## config.mk

```make
export PLATFORM = sky130hd
export DESIGN_NAME = pmu_ovf_flags
export DESIGN_NICKNAME = d
export VERILOG_FILES = /design/src/rtl/ovf_flags_pkg.sv /design/src/rtl/ovf_select.sv /design/src/rtl/access_window.sv /design/src/rtl/pmu_ovf_flags.sv
export SDC_FILE = /design/constraint.sdc
export NUM_CORES = 1
export LEC_CHECK = 0
export BUFFER_PORTS_ARGS = -buffer_cell sky130_fd_sc_hd__buf_4
export CORE_AREA = 2 2 116 118
export DETAILED_ROUTE_END_ITERATION = 16
export DIE_AREA = 0 0 118 120
export SYNTH_ARGS = -nofsm -noshare
export SYNTH_HDL_FRONTEND = slang
export SYNTH_HIERARCHICAL = 1
export SYNTH_SLANG_ARGS = --single-unit
export TNS_END_PERCENT = 30
```

## constraint.sdc

```tcl
create_clock -name clk -period 5.4 [get_ports clk]
set_input_delay 1.08 -clock clk [delete_from_list [all_inputs] [get_ports clk]]
set_output_delay 1.08 -clock clk [all_outputs]
set_load 0.05 [all_outputs]
```

## src/rtl/ovf_flags_pkg.sv

```systemverilog
package ovf_flags_pkg;

    localparam int FLAG_W    = 32;
    localparam int REG_W     = 64;
    localparam int CYC_POS   = 31;
    localparam int EVT_SLOTS = 31;
    localparam int PART_W    = 5;

    typedef logic [FLAG_W-1:0] flag_vec_t;

    typedef struct packed {
        flag_vec_t flags;
    } ovf_state_t;

    // Bits that physically exist: cycle flag plus the implemented event flags.
    function automatic flag_vec_t impl_mask(input int num_evt);
        flag_vec_t m;
        m = '0;
        for (int i = 0; i < EVT_SLOTS; i++) begin
            if (i < num_evt) m[i] = 1'b1;
        end
        m[CYC_POS] = 1'b1;
        return m;
    endfunction

endpackage

```

## src/rtl/ovf_select.sv

```systemverilog
module ovf_select
    import ovf_flags_pkg::*;
#(
    parameter int NUM_EVT = 31
) (
    input  logic                 cyc_wrap32,
    input  logic                 cyc_wrap64,
    input  logic                 cyc_long,
    input  logic [NUM_EVT-1:0]   evt_wrap32,
    input  logic [NUM_EVT-1:0]   evt_wrap64,
    input  logic                 evt_long_lo,
    input  logic                 evt_long_hi,
    input  logic                 hyp_active,
    input  logic [PART_W-1:0]    hyp_part,
    output flag_vec_t            hit
);

    // Cycle counter: the long control picks which carry counts.
    assign hit[CYC_POS] = cyc_long ? cyc_wrap64 : cyc_wrap32;

    for (genvar n = 0; n < EVT_SLOTS; n++) begin : g_slot
        if (n < NUM_EVT) begin : g_impl
            logic reserved;
            logic use_long;
            assign reserved = hyp_active && (PART_W'(n) >= hyp_part);
            assign use_long = reserved ? evt_long_hi : evt_long_lo;
            assign hit[n]   = use_long ? evt_wrap64[n] : evt_wrap32[n];
        end else begin : g_absent
            assign hit[n] = 1'b0;
        end
    end

endmodule

```

## src/rtl/access_window.sv

```systemverilog
module access_window
    import ovf_flags_pkg::*;
#(
    parameter int NUM_EVT = 31
) (
    input  logic              hyp_active,
    input  logic              low_priv,
    input  logic [PART_W-1:0] hyp_part,
    output flag_vec_t         vis_mask
);

    localparam logic [PART_W:0] IMPL_CNT = (PART_W+1)'(NUM_EVT);

    logic [PART_W:0] part_clamped;
    logic [PART_W:0] limit;

    always_comb begin
        part_clamped = ({1'b0, hyp_part} > IMPL_CNT) ? IMPL_CNT : {1'b0, hyp_part};
        limit        = (hyp_active && low_priv) ? part_clamped : IMPL_CNT;
    end

    for (genvar n = 0; n < EVT_SLOTS; n++) begin : g_vis
        if (n < NUM_EVT) begin : g_impl
            assign vis_mask[n] = ((PART_W+1)'(n) < limit);
        end else begin : g_absent
            assign vis_mask[n] = 1'b0;
        end
    end

    // Cycle flag is visible in every context.
    assign vis_mask[CYC_POS] = 1'b1;

endmodule

```

## src/rtl/pmu_ovf_flags.sv

```systemverilog
module pmu_ovf_flags
    import ovf_flags_pkg::*;
#(
    parameter int NUM_EVT = 31
) (
    input  logic                 clk,
    input  logic                 rst_n,
    input  logic                 sw_set_en,
    input  logic [63:0]          sw_set_data,
    input  logic                 sw_clr_en,
    input  logic [63:0]          sw_clr_data,
    input  logic                 cyc_wrap32,
    input  logic                 cyc_wrap64,
    input  logic                 cyc_long,
    input  logic [NUM_EVT-1:0]   evt_wrap32,
    input  logic [NUM_EVT-1:0]   evt_wrap64,
    input  logic                 evt_long_lo,
    input  logic                 evt_long_hi,
    input  logic                 hyp_active,
    input  logic                 low_priv,
    input  logic [4:0]           hyp_part,
    output logic [63:0]          rd_data,
    output logic [31:0]          irq_req
);

    localparam flag_vec_t IMPL = impl_mask(NUM_EVT);

    ovf_state_t st_d;
    ovf_state_t st_q;
    flag_vec_t  hw_hit;
    flag_vec_t  vis_mask;
    flag_vec_t  set_v;
    flag_vec_t  clr_v;
    logic       unused_hi;

    // Upper halves of the write data are architecturally ignored.
    assign unused_hi = ^{sw_set_data[REG_W-1:FLAG_W], sw_clr_data[REG_W-1:FLAG_W]};

    ovf_select #(.NUM_EVT(NUM_EVT)) u_select (
        .cyc_wrap32  (cyc_wrap32),
        .cyc_wrap64  (cyc_wrap64),
        .cyc_long    (cyc_long),
        .evt_wrap32  (evt_wrap32),
        .evt_wrap64  (evt_wrap64),
        .evt_long_lo (evt_long_lo),
        .evt_long_hi (evt_long_hi),
        .hyp_active  (hyp_active),
        .hyp_part    (hyp_part),
        .hit         (hw_hit)
    );

    access_window #(.NUM_EVT(NUM_EVT)) u_window (
        .hyp_active (hyp_active),
        .low_priv   (low_priv),
        .hyp_part   (hyp_part),
        .vis_mask   (vis_mask)
    );

    always_comb begin
        set_v = hw_hit;
        if (sw_set_en) set_v = set_v | (sw_set_data[FLAG_W-1:0] & vis_mask);
        clr_v = '0;
        if (sw_clr_en) clr_v = sw_clr_data[FLAG_W-1:0] & vis_mask;
        // Clear first, then set: a colliding set wins.
        st_d.flags = ((st_q.flags & ~clr_v) | set_v) & IMPL;
    end

    always_ff @(posedge clk) begin
        if (!rst_n) st_q <= '0;
        else        st_q <= st_d;
    end

    assign rd_data = {{(REG_W-FLAG_W){1'b0}}, st_q.flags & vis_mask};
    assign irq_req = st_q.flags;

endmodule

```

# After elaboration in Yosys (flattened, before gate mapping)
# Index checks and enable logic that the tools add are counted.
[totals] inputBits=206 regBits=32 elab_cells=168 output_inout_bits=96
[classes] n_lt_le_gt_ge=62 reduce_logical=32 n_bitwise=7 muxes=66
[op_table] operator="$and A32 B32 Y32" count=4
[op_table] operator="$lt A5 B6 Y1 const A" count=15
[op_table] operator="$ge A5 B5 Y1 const A" count=15
[op_table] operator="$mux W32" count=2
[op_table] operator="$or A32 B32 Y32" count=2
[op_table] operator="$mux W1" count=63
[op_table] operator="$lt A4 B6 Y1 const A" count=8
[op_table] operator="$ge A4 B5 Y1 const A" count=8
[op_table] operator="$logic_and A1 B1 Y1" count=32
[op_table] operator="$not A32 Y32" count=1
[op_table] operator="$lt A3 B6 Y1 const A" count=4
[op_table] operator="$ge A3 B5 Y1 const A" count=4
[op_table] operator="$lt A1 B6 Y1 const A" count=2
[op_table] operator="$lt A2 B6 Y1 const A" count=2
[op_table] operator="$ge A1 B5 Y1 const A" count=2
[op_table] operator="$ge A2 B5 Y1 const A" count=2
[op_table] operator="$mux W5" count=1

# Logic depth before layout (Yosys ltp)
[logic_depth] depth_word=8 mapped_depth=8 depth_no_buf=6

# Hierarchy
# Netlist, hierarchy kept.
[by_module_without_submodules] module="pmu_ovf_flags" cells_per_inst=239 n_inst=1 area_each_um2=2000.7 seq_area_each_um2=640.6
[by_module_without_submodules] module="ovf_select" cells_per_inst=152 n_inst=1 area_each_um2=1247.4 seq_area_each_um2=0.0
[by_module_without_submodules] module="access_window" cells_per_inst=64 n_inst=1 area_each_um2=336.6 seq_area_each_um2=0.0

# Least setup slack after synthesis
# No wires, ideal clock.
[synth_timing] path_type="input-to-output" start="in hyp_part[3]" end="out rd_data[28]" arrival_ns=2.039 stages=4 path_buffers=1 required_ns=4.320 setup_slack_ns=2.281 cell_sequence="buf_2 -> nand3_1 -> o21ai_0 -> and2_1"
[synth_between] elab_chain_len=3
[synth_rtl] item="start, declared" line_no="pmu_ovf_flags.sv:21" source="input logic [4:0] hyp_part,"
[synth_rtl] item="$mux W5" line_no="access_window.sv:19" source="limit = (hyp_active && low_priv) ? part_clamped : IMPL_CNT;"
[synth_rtl] item="$lt A5 B6 Y1" line_no="access_window.sv:24" source="assign vis_mask[n] = ((PART_W+1)'(n) < limit);"
[synth_rtl] item="net vis_mask[28]" line_no="pmu_ovf_flags.sv:31" source="flag_vec_t vis_mask;"
[synth_rtl] item="$and A32 B32 Y32" line_no="pmu_ovf_flags.sv:73" source="assign rd_data = {{(REG_W-FLAG_W){1'b0}}, st_q.flags & vis_mask};"
[synth_rtl] item="end, declared" line_no="pmu_ovf_flags.sv:22" source="output logic [63:0] rd_data,"
# The timed path passes the listed nets, and every way through them passes these cells.

# Worst setup path after layout
[layout_timing] start="in hyp_active" end="out rd_data[12]"
[layout_between] elab_chain_len=4
[layout_rtl] item="start, declared" line_no="pmu_ovf_flags.sv:19" source="input logic hyp_active,"
[layout_rtl] item="$logic_and A1 B1 Y1" line_no="access_window.sv:19"
[layout_rtl] item="$mux W5" line_no="access_window.sv:19"
[layout_rtl] item="$lt A4 B6 Y1" line_no="access_window.sv:24"
[layout_rtl] item="net vis_mask[12]" line_no="pmu_ovf_flags.sv:31"
[layout_rtl] item="$and A32 B32 Y32" line_no="pmu_ovf_flags.sv:73"
# The timed path passes the listed nets, and every way through them passes these cells.

==> out/qor.yml <==
floorplanning:
  start_util_pct: 27.6
  die_x_um: 118
  num_io_pins: 302
  core-area_um2: 13000
  die-area_um2: 14200
  rows: 42
  die_y_um: 120
critical_path:
  crit_end: "rd_data[12]"
  cpMostUsedCell: "buf_4"
  r2r_slack_ns: 4.76
  critPathSlowestCell: "and3b_1"
  cp.required_ns: 4.32
  crit_type: "in -> out"
  endpoint_kind: "output pin"
  crit_family: "simple AND/OR/NAND/NOR gates"
  r2r_cells: 2
  worst-path-stages: 5
  worst-path-buf-inv: 2
  critPathLaunchType: "input pin"
  crit_chain: "buf_4 > and3b_1 > o21ai_0 > and2_1 > buf_4"
  cp_max_fo: 26
  crit_arrival_ns: 2.79
  reg2reg_from: "irq_req[12]"
  r2r-end: "irq_req[12]"
  slowest_delay_ns: 0.66
  crit_start: "hyp_active"
cts:
  cts_buffers: 5
  clock_path_buffers: 2
  cts_htree_levels: 2
  post_cts_buffers: 0
  cts_root_buffer: "clkbuf_16"
  cts_tree: "done"
  clk_latency_ns: 0.28
  cts_sinks: 32
  holdBufCountCts: 0
  clkTransAtPathRegs_ns: 0.06
  cts.repair.resized: 0
detailed_routing:
  ant_nets: 0
  first_pass_iters: 5
  num_vias: 4087
  vias_per_cell: 5.08
  drc_errors: 0
  wl_per_cell_um: 17.5
  drtIter0Drc: 249
  drt-total-wl_um: 14100
status:
  outcome: "completed"
global_route:
  grt_max_degree: 38
  grt.total_usage_pct: 18.8
  grt-ovfl-total: 0
  grt_pass1_wl_um: 21300
  grt_pass1_vias: 4031
  antenna_found_initial: 0
synth:
  syn_area_um2: 3580
  yosys_warnings: 6
  synth_top_area_share_pct: 17.9
  synth_fa_ha_area_share_pct: 0
  syn_inst: 455
  yosys.area.top_type: "dfxtp_1"
  ys_async_sr_fraction_pct: 0
  synth_compound_area_share_pct: 24.5
  synth-xor-area-share_pct: 0
  synth_flop_cell: "dfxtp_1"
  postSynthAreaPerCell_um2: 7.88
  seq_area_frac_synth_pct: 17.9
  ys_types: 49
  synth_mux_area_share_pct: 17.2
  synth_seq_cells: 32
  synth_top_family_by_area: "compound AO/OA/AOI/OAI gates"
  yosys.area_share.simple_pct: 23.8
  synth_area_leaders: "dfxtp_1 18%, mux2i_1 8.4%, mux2_2 8.2%, buf_4 8.0%, a31oi_1 6.8%"
  synth_edf_count: 0
job:
  maxCapViolations: 0
pwr:
  leakagePower_nw: 2.37
  totalPowerFinal_mw: 1.24
  power.density_nw_per_um2: 246
  vdd_ir_drop_max_v: 0.000101
cells_and_area:
  largest_reg_flops: 32
  layout-drive-gt1-share_pct: 42.8
  antennaDiodeCount: 0
  layout_commonest_cell: "buf_4"
  fin_nets: 833
  final_cell_mix: "205 x buf_4, 53 x nand2_1, 39 x a31oi_1, 33 x and2_1, 33 x conb_1"
  area_growth_syn_to_layout_pct: 40.9
  fin_util_pct: 38.9
sta:
  drv_slew: 0
  setup_viol: 0
  min_period_ns: 3.87
  worstMarginPinSlew_ns: 0.709
  max_freq_ghz: 0.259
  fin_setup_tns_ns: 0
  slew_headroom_pct: 52.8
  worst_clock_skew_ns: 0
  fin_crit_sh_pct: 71.6
  rsz0062_at_grt: "no"
  hold_viol: 0
place:
  gp_congestion: 0.801
  hpwlAfterDp_um: 10600
  port_buffers: 205
hold_path:
  hold_path_class: "reg -> reg"
==> power breakdown <==
group,internal (mW),switching [mW]
Sequential,0.267,0.0218
Combinational,0.231,0.426
Clock,0.184,0.111
==> logic make-up after synthesis <==
kind of cell,after synthesis
AO/OA/AOI/OAI,132
buffers and inverters,80
flip-flops,32
multiplexers,58
other,2
AND/OR/NAND/NOR,151
==> worst reg2reg max path, delay by kind of cell, from the launching register on <==
family          cells  cell delay (ns)
simple gates        1             0.07
flops               1             0.38
compound gates      1             0.11
==> per-stage QoR <==
step | area [um2] | std cells | hold WS, ns | setup slack [ns]
floorplan | 3700 | 486 | 0.677 | 2.28
global placement | 4910 | 796 | 0.455 | 1.57
detailed placement | 4910 | 796 | 0.462 | 1.57
CTS | 5050 | 804 | 0.472 | 1.55
global route | 5050 | 804 | 0.490 | 1.46
finish | 5050 | 804 | 0.468 | 1.53
==> metal layers <==
layer	track usage [%]	wire, um
met1	24.3	6260
met2	32.8	6950
met3	2.66	675
met4	4.67	222
met5	0	0
==> how the worst min path moves through the flow <==
stage	from	end	slack, ns	depth (start not counted)
after CTS	irq_req[31]	irq_req[31]	0.47	2
after global routing	irq_req[16]	irq_req[16]	0.49	2
final	irq_req[31]	irq_req[31]	0.47	2
after detailed placement	irq_req[31]	irq_req[31]	0.46	2
after global placement	irq_req[11]	irq_req[11]	0.46	2
after floorplan	irq_req[22]	irq_req[22]	0.68	2
==> synthesized netlist by cell type, types with 4 or more instances <==
library cell  instances
a21oi_1              10
a221o_1               4
a31oi_1              39
and2_1               33
and3_1               21
and3_2               11
buf_2                10
buf_4                38
buf_6                14
clkbuf_1              4
dfxtp_1              32
inv_1                 8
mux2_2               26
mux2i_1              30
nand2_1              53
nand3_1              10
nor2_1                6
nor3_1                4
o211ai_1              4
o21ai_0              31
o22ai_1              27
o22ai_2               8
==> area by class of cell <==
type                       instances  area [um2]
inverter                           9        33.8
timing repair buffer             205        1540
fill                            1356        7930
multi-input combinational        374        2470
tap                              176         220
clock buffer                       8         146
sequential                        32         641
Note: power is estimated with default switching activity, not from simulation.
